[src/rtl/baud_sel_pkg.sv]
package baud_sel_pkg;
  localparam int unsigned NUM_CH_DEF = 2;
  localparam int unsigned DIV_DEF    = 16;

  typedef enum logic {
    SRC_NORM = 1'b0,
    SRC_REF  = 1'b1
  } src_e;
endpackage

[src/rtl/bsel_rst_sync.sv]
module bsel_rst_sync #(
  parameter int unsigned STAGES = 2
) (
  input  logic clk,
  input  logic rst_n,
  output logic rst_sync_n
);
  logic [STAGES-1:0] sync_q;

  always_ff @(posedge clk or negedge rst_n) begin
    if (!rst_n) sync_q <= '0;
    else        sync_q <= {sync_q[STAGES-2:0], 1'b1};
  end

  assign rst_sync_n = sync_q[STAGES-1];
endmodule

[src/rtl/bsel_ctrl_reg.sv]
module bsel_ctrl_reg #(
  parameter int unsigned ADDR_W   = 8,
  parameter int unsigned DATA_W   = 8,
  parameter int unsigned NUM_CH   = 2,
  parameter logic [ADDR_W-1:0] REG_ADDR = 8'h9F
) (
  input  logic              clk,
  input  logic              rst_n,
  input  logic              bus_sel,
  input  logic              bus_we,
  input  logic [ADDR_W-1:0] bus_addr,
  input  logic [DATA_W-1:0] bus_wdata,
  output logic [DATA_W-1:0] bus_rdata,
  output logic [NUM_CH-1:0] ovr_en
);
  localparam int unsigned PAD_W = DATA_W - NUM_CH;

  logic              hit;
  logic              wr_en;
  logic              rd_en;
  logic [NUM_CH-1:0] ctrl_q, ctrl_d;
  logic [DATA_W-1:0] rdata_q, rdata_d;

  assign hit   = bus_sel && (bus_addr == REG_ADDR);
  assign wr_en = hit && bus_we;
  assign rd_en = hit && !bus_we;

  always_comb begin
    ctrl_d = ctrl_q;
    if (wr_en) ctrl_d = bus_wdata[NUM_CH-1:0];
  end

  always_comb begin
    rdata_d = '0;
    if (rd_en) rdata_d = {{PAD_W{1'b0}}, ctrl_q};
  end

  always_ff @(posedge clk or negedge rst_n) begin
    if (!rst_n) begin
      ctrl_q  <= '0;
      rdata_q <= '0;
    end else begin
      ctrl_q  <= ctrl_d;
      rdata_q <= rdata_d;
    end
  end

  assign bus_rdata = rdata_q;
  assign ovr_en    = ctrl_q;
endmodule

[src/rtl/bsel_ref_div.sv]
module bsel_ref_div #(
  parameter int unsigned DIV = 16
) (
  input  logic clk,
  input  logic rst_n,
  input  logic ref_tick,
  output logic fast_tick
);
  localparam int unsigned CW = (DIV > 1) ? $clog2(DIV) : 1;
  localparam logic [CW-1:0] LAST = CW'(DIV - 1);

  logic [CW-1:0] cnt_q, cnt_d;
  logic          fast_q, fast_d;

  always_comb begin
    cnt_d  = cnt_q;
    fast_d = 1'b0;
    if (ref_tick) begin
      if (cnt_q == LAST) begin
        cnt_d  = '0;
        fast_d = 1'b1;
      end else begin
        cnt_d = cnt_q + 1'b1;
      end
    end
  end

  always_ff @(posedge clk or negedge rst_n) begin
    if (!rst_n) begin
      cnt_q  <= '0;
      fast_q <= 1'b0;
    end else begin
      cnt_q  <= cnt_d;
      fast_q <= fast_d;
    end
  end

  assign fast_tick = fast_q;
endmodule

[src/rtl/bsel_chan.sv]
module bsel_chan
  import baud_sel_pkg::*;
(
  input  logic clk,
  input  logic rst_n,
  input  logic fast_tick,
  input  logic norm_tick,
  input  logic ovr_en,
  input  logic dbl_rate,
  output logic baud_tick,
  output logic on_ref
);
  src_e src_q, src_d;
  logic dbl_q, dbl_d;
  logic half_q, half_d;
  logic rate_tick;
  logic out_tick;

  assign rate_tick = dbl_q ? fast_tick : (fast_tick && half_q);
  assign out_tick  = (src_q == SRC_REF) ? rate_tick : norm_tick;

  always_comb begin
    half_d = half_q;
    src_d  = src_q;
    dbl_d  = dbl_q;
    if (fast_tick) half_d = !half_q;
    if (out_tick) begin
      src_d = ovr_en ? SRC_REF : SRC_NORM;
      dbl_d = dbl_rate;
    end
  end

  always_ff @(posedge clk or negedge rst_n) begin
    if (!rst_n) begin
      src_q  <= SRC_NORM;
      dbl_q  <= 1'b0;
      half_q <= 1'b0;
    end else begin
      src_q  <= src_d;
      dbl_q  <= dbl_d;
      half_q <= half_d;
    end
  end

  assign baud_tick = out_tick;
  assign on_ref    = (src_q == SRC_REF);
endmodule

[src/rtl/dual_baud_sel.sv]
module dual_baud_sel
  import baud_sel_pkg::*;
#(
  parameter int unsigned ADDR_W   = 8,
  parameter int unsigned DATA_W   = 8,
  parameter int unsigned NUM_CH   = NUM_CH_DEF,
  parameter int unsigned DIV      = DIV_DEF,
  parameter logic [ADDR_W-1:0] REG_ADDR = 8'h9F
) (
  input  logic              clk,
  input  logic              rst_n,
  input  logic              bus_sel,
  input  logic              bus_we,
  input  logic [ADDR_W-1:0] bus_addr,
  input  logic [DATA_W-1:0] bus_wdata,
  output logic [DATA_W-1:0] bus_rdata,
  input  logic              ref_tick,
  input  logic [NUM_CH-1:0] dbl_rate,
  input  logic [NUM_CH-1:0] norm_tick,
  output logic [NUM_CH-1:0] baud_tick
);
  logic              rst_sync_n;
  logic [NUM_CH-1:0] ovr_en;
  logic [NUM_CH-1:0] on_ref;
  logic              fast_tick;

  bsel_rst_sync #(.STAGES(2)) u_rst (
    .clk        (clk),
    .rst_n      (rst_n),
    .rst_sync_n (rst_sync_n)
  );

  bsel_ctrl_reg #(
    .ADDR_W   (ADDR_W),
    .DATA_W   (DATA_W),
    .NUM_CH   (NUM_CH),
    .REG_ADDR (REG_ADDR)
  ) u_reg (
    .clk       (clk),
    .rst_n     (rst_sync_n),
    .bus_sel   (bus_sel),
    .bus_we    (bus_we),
    .bus_addr  (bus_addr),
    .bus_wdata (bus_wdata),
    .bus_rdata (bus_rdata),
    .ovr_en    (ovr_en)
  );

  bsel_ref_div #(.DIV(DIV)) u_div (
    .clk       (clk),
    .rst_n     (rst_sync_n),
    .ref_tick  (ref_tick),
    .fast_tick (fast_tick)
  );

  for (genvar i = 0; i < NUM_CH; i++) begin : g_ch
    bsel_chan u_chan (
      .clk       (clk),
      .rst_n     (rst_sync_n),
      .fast_tick (fast_tick),
      .norm_tick (norm_tick[i]),
      .ovr_en    (ovr_en[i]),
      .dbl_rate  (dbl_rate[i]),
      .baud_tick (baud_tick[i]),
      .on_ref    (on_ref[i])
    );
  end
endmodule

[config.mk]
export PLATFORM = sky130hd
export DESIGN_NAME = dual_baud_sel
export DESIGN_NICKNAME = d
export VERILOG_FILES = /design/src/rtl/baud_sel_pkg.sv /design/src/rtl/bsel_rst_sync.sv /design/src/rtl/bsel_ctrl_reg.sv /design/src/rtl/bsel_ref_div.sv /design/src/rtl/bsel_chan.sv /design/src/rtl/dual_baud_sel.sv
export SDC_FILE = /design/constraint.sdc
export NUM_CORES = 1
export LEC_CHECK = 0
export BUFFER_PORTS_ARGS = -buffer_cell sky130_fd_sc_hd__buf_2
export CAP_MARGIN = 20
export CORE_MARGIN = 1
export CORE_UTILIZATION = 30
export DETAILED_ROUTE_END_ITERATION = 8
export PLACE_DENSITY = 0.65
export SLEW_MARGIN = 10
export SYNTH_ARGS = -nofsm -noshare
export SYNTH_HDL_FRONTEND = slang
export SYNTH_HIERARCHICAL = 1
export SYNTH_SLANG_ARGS = --single-unit
[constraint.sdc]
create_clock -name clk -period 1.3 [get_ports clk]
set_clock_uncertainty 0.2 [all_clocks]
set_input_delay 0.26 -clock clk [delete_from_list [all_inputs] [get_ports clk]]
set_output_delay 0.26 -clock clk [all_outputs]
set_load 0.05 [all_outputs]
==> tab_implementation.tex <==
\begin{tabular}{lr}
\hline
Metric & Value \\
\hline
\multicolumn{2}{l}{\textbf{Drt}} \\
\quad Average vias per placed instance & 4.47 \\
\quad Detailed-route wire length per cell & 12.0 um \\
\quad Wire length reported by the detailed router & 1770 um \\
\quad Residual DRC & 0 \\
\quad First-pass iteration count of the detailed router & 4 \\
\quad Vias after detailed routing & 662 \\
\quad Count of routing violations after the opening detailed-route iteration & 1 \\
\quad Post-DRT Antenna Nets & 0 \\
\multicolumn{2}{l}{\textbf{GRT}} \\
\quad Total grt overflow & 0 \\
\quad Overall fraction of global-route tracks in use & 0.138 \\
\quad First-pass GRT wire length & 2680 um \\
\quad Maximum number of pins on one net before global-route repair & 16 \\
\quad Number of antenna violations at the first check in global routing & 0 \\
\quad Number of global-route vias before repair & 613 \\
\multicolumn{2}{l}{\textbf{Finish}} \\
\quad Nets & 145 \\
\quad Final design area excluding fillers & 0.00122 mm2 \\
\quad Ratio of cells with drive above 1 in the final layout & 0.483 \\
\quad Commonest non-fill, non-tap cells in the layout & sky130\_fd\_sc\_hd\_\_buf\_2 (17), sky130\_fd\_sc\_hd\_\_dfrtp\_1 (16), sky130\_fd\_sc\_hd\_\_buf\_4 (16) \\
\quad Count of inserted antenna diode cells & 0 \\
\quad Synthesis-to-finish area growth & 51.4\% \\
\quad Number of inserted filler cells in the final layout & 231 \\
\quad Leading cell type in the layout, fill and taps excluded & sky130\_fd\_sc\_hd\_\_buf\_2 \\
\multicolumn{2}{l}{\textbf{Floorplan}} \\
\quad Boundary Pins & 35 \\
\quad Core footprint & 0.00250 mm2 \\
\quad Standard-cell row count & 18 \\
\quad Starting density of the core & 0.321 \\
\quad Floorplan die area & 0.00289 mm2 \\
\quad Height of the chip & 53.7 um \\
\quad Chip Width & 53.7 um \\
\multicolumn{2}{l}{\textbf{Clock network}} \\
\quad Clock Path Buffers & 2 \\
\quad Root Driver & sky130\_fd\_sc\_hd\_\_clkbuf\_4 \\
\quad Number of buffers created by CTS & 3 \\
\quad CTS tree & built \\
\quad Clock transition time at the flip-flop clock pins of the worst setup and hold paths & 0.11 ns \\
\quad Clk sinks & 17 \\
\quad Insertion delay to the later sink of the worst-skew pair & 0.30 ns \\
\quad Number of H-tree levels & 1 \\
\multicolumn{2}{l}{\textbf{Run status}} \\
\quad Violated checks & setup timing \\
\quad Outcome & complete, but fails checks \\
\multicolumn{2}{l}{\textbf{Synth}} \\
\quad Xor-xnor portion of the synthesized cell area & 0.0327 \\
\quad Avg Synthesized Cell Area & 11.2 um2 \\
\quad Post-synthesis adder-cell area fraction & 0.0156 \\
\quad EDFF count, synth & 0 \\
\quad Post-synth cell types & 26 \\
\quad Total standard cell area after synthesis & 803 um2 \\
\quad Fraction of the yosys area taken by sequential cells & 0.530 \\
\quad Simple-gate area share of the yosys netlist & 0.129 \\
\quad Multiplexer area fraction after synthesis & 0.101 \\
\quad Synthesized flop and latch total & 17 \\
\quad Cells after Synth & 72 \\
\quad Share of the synthesized area in compound gates (AO/OA/AOI/OAI) & 0.103 \\
\quad Dominant combinational cell family by area after synthesis & simple AND/OR/NAND/NOR gates \\
\quad Prevailing post-synth register cell & sky130\_fd\_sc\_hd\_\_dfrtp\_1 \\
\quad Fraction of synthesis flops using an asynchronous set or reset pin & 1.00 \\
\quad Yosys warnings & 6 \\
\multicolumn{2}{l}{\textbf{Setup path}} \\
\quad Depth of the worst register-to-register path & 6 \\
\quad Critical path fanouts, max & 5 \\
\quad Data required time at the worst endpoint & 0.84 ns \\
\quad Crit-path leading delay family & flip-flops \\
\quad Buf+Inv Stages, Crit Path & 1 \\
\quad Biggest cell delay along the critical path & 0.44 ns \\
\quad Setup Crit Path Kind & reg -> out \\
\quad Critical Path Stages & 3 \\
\quad Startpoint class of the critical path & register \\
\quad Data arrival time of the critical path & 1.17 ns \\
\quad Ordered cell list for the critical path & o21ai\_4 > mux2i\_2 > buf\_6 \\
\quad Standard cell with the maximum stage delay on the critical path & sky130\_fd\_sc\_hd\_\_dfrtp\_2 \\
\quad Crit end category & output port \\
\multicolumn{2}{l}{\textbf{Timing}} \\
\quad Final slew viol count & 0 \\
\quad Portion of the clock cycle consumed by the worst path in the final layout & 1.26 \\
\quad Final WS setup & -0.334 ns \\
\quad Worst hold margin & 0.0646 ns \\
\quad Fmax achieved & 612 MHz \\
\quad Number of hold-slack violations in the final timing report & 0 \\
\quad Setup repair after global routing missed its margin & yes \\
\quad Post-layout minimum cycle time & 1.63 ns \\
\quad \# setup viols final & 7 \\
\multicolumn{2}{l}{\textbf{Place}} \\
\quad Total placed instance area & 0.00105 mm2 \\
\quad Last weighted congestion value of the routability-driven placer & 0.722 \\
\quad Dpl ws & -0.535 ns \\
\quad Half-perimeter wire length after detailed placement & 1220 um \\
\quad Quantity of I/O buffers inserted on ports & 22 \\
\multicolumn{2}{l}{\textbf{Min path}} \\
\quad Tightest Hold Check Type & in -> reg \\
\quad Number of instances on the worst hold path & 2 \\
\multicolumn{2}{l}{\textbf{Pwr}} \\
\quad Leakage & 0.614 nW \\
\quad VDD IR max & 1020 uV \\
\quad PD cells & 1570 mW/mm2 \\
\multicolumn{2}{l}{\textbf{Run}} \\
\quad Max-capacitance violation count & 0 \\
\hline
\end{tabular}
layer usage:
layer	part of all wire	global-route usage
met4	0.0056	0.0526
met5	0	0
met2	0.57	0.233
met1	0.38	0.156
met3	0.045	0.0508
power by group:
group / switching, mW / internal [mW] / leakage (nW)
combinational: 0.363 / 0.417 / 0.387
sequential: 0.150 / 0.681 / 0.209
clock: 0.181 / 0.115 / 0.0177
total: 0.693 / 1.21 / 0.614
final timing paths:
| kind | start | endpoint | slack [ns] |
|---|---|---|---|
| max | u_div/fast_tick | baud_tick[0] | -0.33 |
| min | ref_tick | u_div/cnt_q[3] | 0.06 |
| max reg2reg | u_div/fast_tick | g_ch[0].u_chan/dbl_q | -0.13 |
| min reg2reg | u_rst/sync_q[0] | u_rst/sync_q[1] | 0.16 |
| max in group asynchronous | u_rst/sync_q[1] | u_div/fast_tick | 0.20 |
| min in group asynchronous | rst_n | u_rst/sync_q[1] | 0.07 |
registers in the layout (all words and copies together), names as in the netlist:
| register | cells |
|---|---|
| g_ch.u_chan/on_ref | 2 |
| g_ch.u_chan/dbl_q | 2 |
| u_reg/bus_rdata | 2 |
| u_rst/sync_q | 2 |
| g_ch.u_chan/half_q | 2 |
| u_reg/ovr_en | 2 |
| u_div/fast_tick | 1 |
| u_div/cnt_q | 4 |
cells in the mapped netlist, drive strengths merged, types with 2 or more instances:
master,instances,share of area
a21oi,2,0.012
a41oi,2,0.022
and2,2,0.016
buf,6,0.056
conb,2,0.0093
dfrtp,17,0.53
inv,5,0.023
mux2,3,0.051
mux2i,4,0.050
nand2,6,0.028
nand2b,2,0.016
o21ai,7,0.044
o22ai,2,0.016
xor2,2,0.022
stage by stage:
step           TNS (ns)  total power, mW  cells   util
6_report          -1.16             1.91    148  0.486
5_1_grt           -1.46             2.04    148  0.486
4_1_cts           -1.07             1.87    147  0.471
3_5_place_dp      -1.97             1.51    137  0.420
3_3_place_gp      -1.81             1.47    137  0.420
2_1_floorplan     -1.35             1.22     77      -
cell families after synthesis:
group | Yosys count
flip-flops | 17
buffers and inverters | 11
adder cells (fa/ha/maj) | 1
other | 2
AO/OA/AOI/OAI | 14
AND/OR/NAND/NOR | 17
XOR/XNOR | 3
multiplexers | 7
cell type report:
type | count | area [um2] | area share
repair buffers | 43 | 313 | 0.257
flip-flops and latches | 17 | 427 | 0.351
multi-input cells | 49 | 393 | 0.323
clock buffers | 3 | 22.5 | 0.0185
clock inverters | 1 | 5.00 | 0.00412
inverters | 5 | 18.8 | 0.0154
well taps | 30 | 37.5 | 0.0309
repair_timing:
action,in CTS,in global routing
endpoints found under the setup margin,8,11
hold endpoints to repair,19,0
buffers inserted,2,1
resized for setup,12,6
pin swaps,1,2
cloned,0,0
hold buffers,4,0
(Power assumes the default switching activity.)
